<file path="src/rtl/tg_pkg.sv">
package tg_pkg;
  typedef enum logic [2:0] {
    PAT_UNIFORM   = 3'd0,
    PAT_NEIGH     = 3'd1,
    PAT_TORNADO   = 3'd2,
    PAT_TRANSPOSE = 3'd3,
    PAT_BITCOMP   = 3'd4,
    PAT_HOTSPOT   = 3'd5
  } tg_pat_e;

  typedef enum logic [1:0] {
    ST_IDLE  = 2'd0,
    ST_COUNT = 2'd1,
    ST_DRAW  = 2'd2,
    ST_SEND  = 2'd3
  } tg_state_e;
endpackage

</file>
<file path="src/rtl/tg_lfsr.sv">
module tg_lfsr #(
  parameter int          W    = 16,
  parameter logic [15:0] TAPS = 16'hB400,
  parameter logic [15:0] SEED = 16'hACE1
) (
  input  logic         clk,
  input  logic         rst,
  output logic [W-1:0] rnd
);
  logic [W-1:0] s_q;

  always_ff @(posedge clk) begin
    if (rst) s_q <= SEED[W-1:0];
    else     s_q <= {1'b0, s_q[W-1:1]} ^ (s_q[0] ? TAPS[W-1:0] : '0);
  end

  assign rnd = s_q;

  // the random source must never lock up in the all-zero state
  a_r2_lfsr_alive: assert property (@(posedge clk) disable iff (rst) s_q != '0)
    else $error("lfsr reached zero");
endmodule

</file>
<file path="src/rtl/tg_dest_rule.sv">
module tg_dest_rule import tg_pkg::*; #(
  parameter int K  = 4,
  parameter int CW = $clog2(K)
) (
  input  logic [2:0]    pattern,
  input  logic [CW-1:0] self_x,
  input  logic [CW-1:0] self_y,
  input  logic [CW-1:0] hot_x,
  input  logic [CW-1:0] hot_y,
  input  logic          hot_tx_en,
  input  logic [15:0]   rnd,
  output logic [CW-1:0] cand_x,
  output logic [CW-1:0] cand_y,
  output logic          cand_ok,
  output logic          cand_skip
);
  localparam logic [CW-1:0] TORN_OFS = CW'(K/2 - 1);
  localparam logic [CW-1:0] EDGE_HI  = CW'(K - 1);

  logic [1:0] dir;
  assign dir = rnd[2*CW+1 -: 2];

  always_comb begin
    cand_x    = self_x;
    cand_y    = self_y;
    cand_ok   = 1'b0;
    cand_skip = 1'b0;
    case (pattern)
      PAT_UNIFORM: begin
        cand_x  = rnd[CW-1:0];
        cand_y  = rnd[2*CW-1:CW];
        cand_ok = !((rnd[CW-1:0] == self_x) && (rnd[2*CW-1:CW] == self_y));
      end
      PAT_NEIGH: begin
        case (dir)
          2'd0: begin cand_x = self_x + 1'b1; cand_ok = (self_x != EDGE_HI); end
          2'd1: begin cand_x = self_x - 1'b1; cand_ok = (self_x != '0);      end
          2'd2: begin cand_y = self_y + 1'b1; cand_ok = (self_y != EDGE_HI); end
          default: begin cand_y = self_y - 1'b1; cand_ok = (self_y != '0);   end
        endcase
      end
      PAT_TORNADO: begin
        cand_x  = self_x + TORN_OFS;
        cand_ok = 1'b1;
      end
      PAT_TRANSPOSE: begin
        cand_x  = self_y;
        cand_y  = self_x;
        cand_ok = 1'b1;
      end
      PAT_BITCOMP: begin
        cand_x  = ~self_x;
        cand_y  = ~self_y;
        cand_ok = 1'b1;
      end
      PAT_HOTSPOT: begin
        cand_x    = hot_x;
        cand_y    = hot_y;
        cand_ok   = hot_tx_en || (hot_x != self_x) || (hot_y != self_y);
        cand_skip = !cand_ok;
      end
      default: cand_skip = 1'b1;
    endcase
  end
endmodule

</file>
<file path="src/rtl/tg_interval.sv">
module tg_interval #(
  parameter int IVL_W = 8,
  parameter int DEPTH = 8,
  parameter int AW    = $clog2(DEPTH)
) (
  input  logic          clk,
  input  logic          rst,
  input  logic          we,
  input  logic [AW-1:0] waddr,
  input  logic [IVL_W-1:0] wdata,
  input  logic          load,
  input  logic          tick,
  output logic          expired
);
  localparam logic [AW-1:0] LAST = AW'(DEPTH - 1);

  logic [IVL_W-1:0] mem [DEPTH];
  logic [IVL_W-1:0] rd_q;
  logic [AW-1:0]    ptr_q;
  logic [IVL_W-1:0] cnt_q;

  // plain synchronous port pair so a block RAM can hold the table
  always_ff @(posedge clk) begin
    if (we) mem[waddr] <= wdata;
    rd_q <= mem[ptr_q];
  end

  always_ff @(posedge clk) begin
    if (rst) begin
      ptr_q <= '0;
      cnt_q <= '0;
    end else if (load) begin
      cnt_q <= rd_q;
      ptr_q <= (ptr_q == LAST) ? '0 : ptr_q + 1'b1;
    end else if (tick && cnt_q != '0) begin
      cnt_q <= cnt_q - 1'b1;
    end
  end

  assign expired = (cnt_q == '0);

  // without a load or a tick the remaining count is frozen
  a_r10_count_frozen: assert property (@(posedge clk) disable iff (rst)
      (!load && !tick) |=> $stable(cnt_q))
    else $error("interval count moved while paused");

  // the pointer walks the table one entry per load and wraps
  a_r9_ptr_step: assert property (@(posedge clk) disable iff (rst)
      load |=> (ptr_q == (($past(ptr_q) == LAST) ? '0 : $past(ptr_q) + 1'b1)))
    else $error("table pointer skipped");
endmodule

</file>
<file path="src/rtl/tg_traffic_gen.sv">
module tg_traffic_gen import tg_pkg::*; #(
  parameter int          K         = 4,
  parameter int          IVL_W     = 8,
  parameter int          TBL_DEPTH = 8,
  parameter logic [15:0] LFSR_SEED = 16'hACE1,
  localparam int         CW        = $clog2(K),
  localparam int         AW        = $clog2(TBL_DEPTH)
) (
  input  logic             clk,
  input  logic             rst,
  input  logic             en,
  input  logic [2:0]       pattern,
  input  logic [CW-1:0]    self_x,
  input  logic [CW-1:0]    self_y,
  input  logic [CW-1:0]    hot_x,
  input  logic [CW-1:0]    hot_y,
  input  logic             hot_tx_en,
  input  logic             tbl_we,
  input  logic [AW-1:0]    tbl_addr,
  input  logic [IVL_W-1:0] tbl_data,
  input  logic             pkt_ready,
  output logic             pkt_valid,
  output logic [CW-1:0]    dst_x,
  output logic [CW-1:0]    dst_y
);
  tg_state_e     st_q;
  logic [2:0]    mode_q;
  logic [15:0]   rnd;
  logic [CW-1:0] cand_x, cand_y;
  logic          cand_ok, cand_skip;
  logic          expired, load, tick;

  tg_lfsr #(.W(16), .TAPS(16'hB400), .SEED(LFSR_SEED)) u_lfsr (
    .clk(clk), .rst(rst), .rnd(rnd)
  );

  tg_dest_rule #(.K(K), .CW(CW)) u_rule (
    .pattern(pattern), .self_x(self_x), .self_y(self_y),
    .hot_x(hot_x), .hot_y(hot_y), .hot_tx_en(hot_tx_en), .rnd(rnd),
    .cand_x(cand_x), .cand_y(cand_y), .cand_ok(cand_ok), .cand_skip(cand_skip)
  );

  tg_interval #(.IVL_W(IVL_W), .DEPTH(TBL_DEPTH), .AW(AW)) u_ivl (
    .clk(clk), .rst(rst), .we(tbl_we), .waddr(tbl_addr), .wdata(tbl_data),
    .load(load), .tick(tick), .expired(expired)
  );

  always_comb begin
    load = 1'b0;
    tick = 1'b0;
    case (st_q)
      ST_IDLE:  load = en;
      ST_COUNT: tick = en && !expired;
      ST_DRAW:  load = cand_skip;
      ST_SEND:  load = pkt_ready;
      default:  ;
    endcase
  end

  always_ff @(posedge clk) begin
    if (rst) begin
      st_q      <= ST_IDLE;
      pkt_valid <= 1'b0;
      dst_x     <= '0;
      dst_y     <= '0;
      mode_q    <= '0;
    end else begin
      case (st_q)
        ST_IDLE:  if (en) st_q <= ST_COUNT;
        ST_COUNT: if (en && expired) st_q <= ST_DRAW;
        ST_DRAW: begin
          if (cand_skip) begin
            st_q <= ST_COUNT;
          end else if (cand_ok) begin
            dst_x     <= cand_x;
            dst_y     <= cand_y;
            mode_q    <= pattern;
            pkt_valid <= 1'b1;
            st_q      <= ST_SEND;
          end
        end
        ST_SEND: begin
          if (pkt_ready) begin
            pkt_valid <= 1'b0;
            st_q      <= ST_COUNT;
          end
        end
        default: st_q <= ST_IDLE;
      endcase
    end
  end

  // an offered packet stays put until it is taken
  a_r10_hold_offer: assert property (@(posedge clk) disable iff (rst)
      (pkt_valid && !pkt_ready) |=> (pkt_valid && $stable(dst_x) && $stable(dst_y)))
    else $error("offer changed under backpressure");

  // uniform traffic never loops back to the source
  a_r2_not_self: assert property (@(posedge clk) disable iff (rst)
      (pkt_valid && mode_q == 3'(PAT_UNIFORM)) |-> !(dst_x == self_x && dst_y == self_y))
    else $error("uniform picked own node");

  // neighbour traffic is exactly one hop away
  a_r3_one_hop: assert property (@(posedge clk) disable iff (rst)
      (pkt_valid && mode_q == 3'(PAT_NEIGH)) |->
      ((dst_x == self_x && ({1'b0, dst_y} == {1'b0, self_y} + 1'b1 ||
                             {1'b0, self_y} == {1'b0, dst_y} + 1'b1)) ||
       (dst_y == self_y && ({1'b0, dst_x} == {1'b0, self_x} + 1'b1 ||
                             {1'b0, self_x} == {1'b0, dst_x} + 1'b1))))
    else $error("neighbour destination not adjacent");

  // hot-spot traffic goes to the target, and a silent hot node offers nothing
  a_r7_hot_target: assert property (@(posedge clk) disable iff (rst)
      (pkt_valid && mode_q == 3'(PAT_HOTSPOT)) |->
      (dst_x == hot_x && dst_y == hot_y && (hot_tx_en || hot_x != self_x || hot_y != self_y)))
    else $error("hot-spot offer wrong");

  // tornado keeps the row
  a_r4_same_row: assert property (@(posedge clk) disable iff (rst)
      (pkt_valid && mode_q == 3'(PAT_TORNADO)) |-> (dst_y == self_y))
    else $error("tornado changed row");
endmodule

</file>
<file path="config.mk">
export PLATFORM = sky130hd
export DESIGN_NAME = tg_traffic_gen
export DESIGN_NICKNAME = d
export VERILOG_FILES = /design/src/rtl/tg_pkg.sv /design/src/rtl/tg_lfsr.sv /design/src/rtl/tg_dest_rule.sv /design/src/rtl/tg_interval.sv /design/src/rtl/tg_traffic_gen.sv
export SDC_FILE = /design/constraint.sdc
export NUM_CORES = 1
export LEC_CHECK = 0
export BUFFER_PORTS_ARGS = -buffer_cell sky130_fd_sc_hd__buf_2
export CAP_MARGIN = 25
export CORE_UTILIZATION = 32
export CTS_BUF_LIST = sky130_fd_sc_hd__clkbuf_16
export DETAILED_ROUTE_END_ITERATION = 8
export PLACE_DENSITY_LB_ADDON = 0.3
export SLEW_MARGIN = 10
export SYNTH_ARGS = -nofsm -noshare
export SYNTH_HDL_FRONTEND = slang
export SYNTH_SLANG_ARGS = --single-unit
</file>
<file path="constraint.sdc">
create_clock -name clk -period 4.3 [get_ports clk]
set_input_delay 0.645 -clock clk [delete_from_list [all_inputs] [get_ports clk]]
set_output_delay 0.645 -clock clk [all_outputs]
set_load 0.005 [all_outputs]
</file>
==> results.md <==
* Status: complete, no violations
* Synth async-reset ratio at 0%
* Slew margin rel. at 38.05%
* Clk slew on worst S/H paths at 0.07 ns
* N_diodes at 0
* Post-route cell area at 5202 µm²
* Vias/cell at 4.760
* Gpl congestion at 0.8622
* CP Cell Sequence: buf_2, or3b_4, a311o_1, o211ai_2, o221ai_2, or3b_1, a21oi_2
* Setup TNS at 0 ns
* Nets at 406
* Worst Path Required at 4.56 ns
* Clock Skew at 0.01122 ns
* Most frequent cells in the layout: 64 x edfxtp_1, 42 x dfxtp_1, 33 x nor2_1
* Core Region at 13,930 µm²
* Critical path's slowest cell: or3b_4
* CTS resizes at 0
* First-pass GRT wire length at 13,680 µm
* Commonest non-fill, non-tap cell in the layout: edfxtp_1
* DIE AREA at 14,830 µm²
* GRT Resource Usage Total at 12.22%
* DRC violation count after routing at 0
* Largest net degree at the start of global routing at 35
* Crit share post-route at 52.60%
* Most used DFF post-synth: edfxtp_1
* Worst-Skew Late Latency at 0.34 ns
* Setup WS pre-CTS at 1.687 ns
* H-tree levels at 3
* Die Wd at 121.8 µm
* Synth Net Count at 379
* Tmin final at 2.262 ns
* Post-synth top area share at 41.86%
* Synth area leaders: edfxtp_1 42%, dfxtp_1 18%, mux4_2 7.8%, mux2i_1 3.3%, nor2_1 2.7%
* Worst vdd ir at 0.2764 mV
* Post-route ant nets at 0
* Setup violations, final at 0
* Critical path class: input pin to register
* Share of cells above drive strength 1 at 24.33%
* P per Cell Area at 493.1 nW/µm²
* Root buffer cell: clkbuf_16
* Synth cell types at 54
* Cells after Synth at 342
* Largest stage delay on the critical path at 0.42 ns
* Post-synthesis sequential area ratio at 60.18%
* Synth warn at 0
* Hold crit path type: register to register
* Initial DRC count at 116
* Setup slack after layout at 2.038 ns
* Worst EP arrival at 2.52 ns
* Number of setup buffers added after CTS at 0
* Final wirelength at 8422 µm
* Slew @ Worst Pin at 0.9243 ns
* Num rows at 43
* TritonCTS Buffers at 9
* Fmax at 442.1 MHz
* WL per Instance at 15.20 µm
* Yosys reg bits at 106
* # hold bufs at CTS at 0
* Final max-slew violation count at 0
* Worst-path fanout max at 20
* Top delay family on crit path: compound AO/OA/AOI/OAI gates
* Vias at 2,637
* CP endpoint kind: register
* Post-synth EDFFs at 64
* Clk buf depth at 2
* Placed Area at 4923 µm²
* IO Pins at 33
* Layout area overhead at 13.33%
* Initial antenna violation count at 0
* Post-Syn Area at 4591 µm²
* Port Buffers at 32
* First-pass DRT Iterations at 4
* Setup crit start kind: input pin
* Vias in the first global route at 2,678
* Final hold violations at 0
* Crit path buf inv count at 1
* Synth area leader: edfxtp_1
* Grt ovf at 0
* CTS tree: done
* Max Cap Violations at 0
* # clock sinks at 106
* Die Ht at 121.8 µm
* Initial Util at 32.94%
* Static leakage at 1.883 nW
* Synthesized area per cell at 13.42 µm²
* Unrepaired setup endpoints after global routing: no
* HPWL after DPL at 5593 µm
[metal layers]
metal	vias up	GRT usage (%)	wire, µm
li1	1312	-	-
met1	1266	15.41	3869
met2	54	20.80	4167
met3	5	2.669	322
met4	0	3.781	62
met5	-	0	0
[logic make-up after synthesis]
family	after synthesis	share of synthesized area [%]
adder cells (fa/ha/maj)	9	2.453
AND/OR/NAND/NOR	100	11.64
buffers and inverters	30	2.671
flip-flops	106	60.18
AO/OA/AOI/OAI	36	5.724
multiplexers	40	13.33
XOR/XNOR	21	4.007
[power by group]
part / switching, mW / internal [mW] / leakage [nW] / total (mW)
sequential: 0.0723 / 1.17 / 0.929 / 1.25
combinational: 0.272 / 0.291 / 0.815 / 0.563
clock: 0.359 / 0.398 / 0.139 / 0.757
total: 0.704 / 1.86 / 1.88 / 2.57
[flip-flops by register name, summed over array words and instances (netlist names), 2 cells and up]
name and flops:
dst_x 2, dst_y 2, st_q 2, u_ivl.cnt_q 8, u_ivl.mem 64, u_ivl.ptr_q 3
u_ivl.rd_q 8, u_lfsr.rnd 16
[synth_stat cells, drive strengths merged, types with 3 or more instances]
library cell  instances
xnor2                 9
nor3                  5
or3b                  3
clkbuf               12
mux2                  9
a21oi                 9
o21ai                 6
nand2b                8
or2                   7
ha                    9
buf                   6
xor2                 12
nor2b                 6
nand4                 3
mux4                 16
nand2                16
nand3                 5
dfxtp                42
nor4                  3
mux2i                15
nand3b                3
nor2                 33
edfxtp               64
inv                  12
a22oi                 3
[cell type report]
type | instances | area (µm²)
clock buffer | 9 | 225.2
timing repair buffer | 34 | 175.2
inverter | 12 | 45.04
sequential | 106 | 2763
multi-input combinational | 206 | 1715
fill | 1329 | 8732
clock inverter | 7 | 53.80
tap | 180 | 225.2
[worst paths after layout]
kind	startpoint	end	cells after the start	slack [ns]
worst max-delay path	pattern[2]	st_q[1]	7	2.04
worst min register to register	u_lfsr.rnd[12]	u_lfsr.rnd[11]	1	0.40
worst max register to register	u_ivl.cnt_q[3]	st_q[1]	6	2.15
worst min-delay path	u_lfsr.rnd[12]	u_lfsr.rnd[11]	1	0.40
[through the flow]
stage | power, mW | std cells | hold WS, ns | util (%)
after global placement | 1.822 | 538 | 0.3930 | 35.33
final | 2.565 | 554 | 0.4031 | 37.34
after floorplan | 1.703 | 342 | 0.3895 | -
after detailed placement | 1.835 | 538 | 0.3928 | 35.33
after CTS | 2.602 | 554 | 0.4011 | 37.34
after global routing | 2.708 | 554 | 0.4229 | 37.34
No activity file was read; power rests on OpenSTA's default activity.
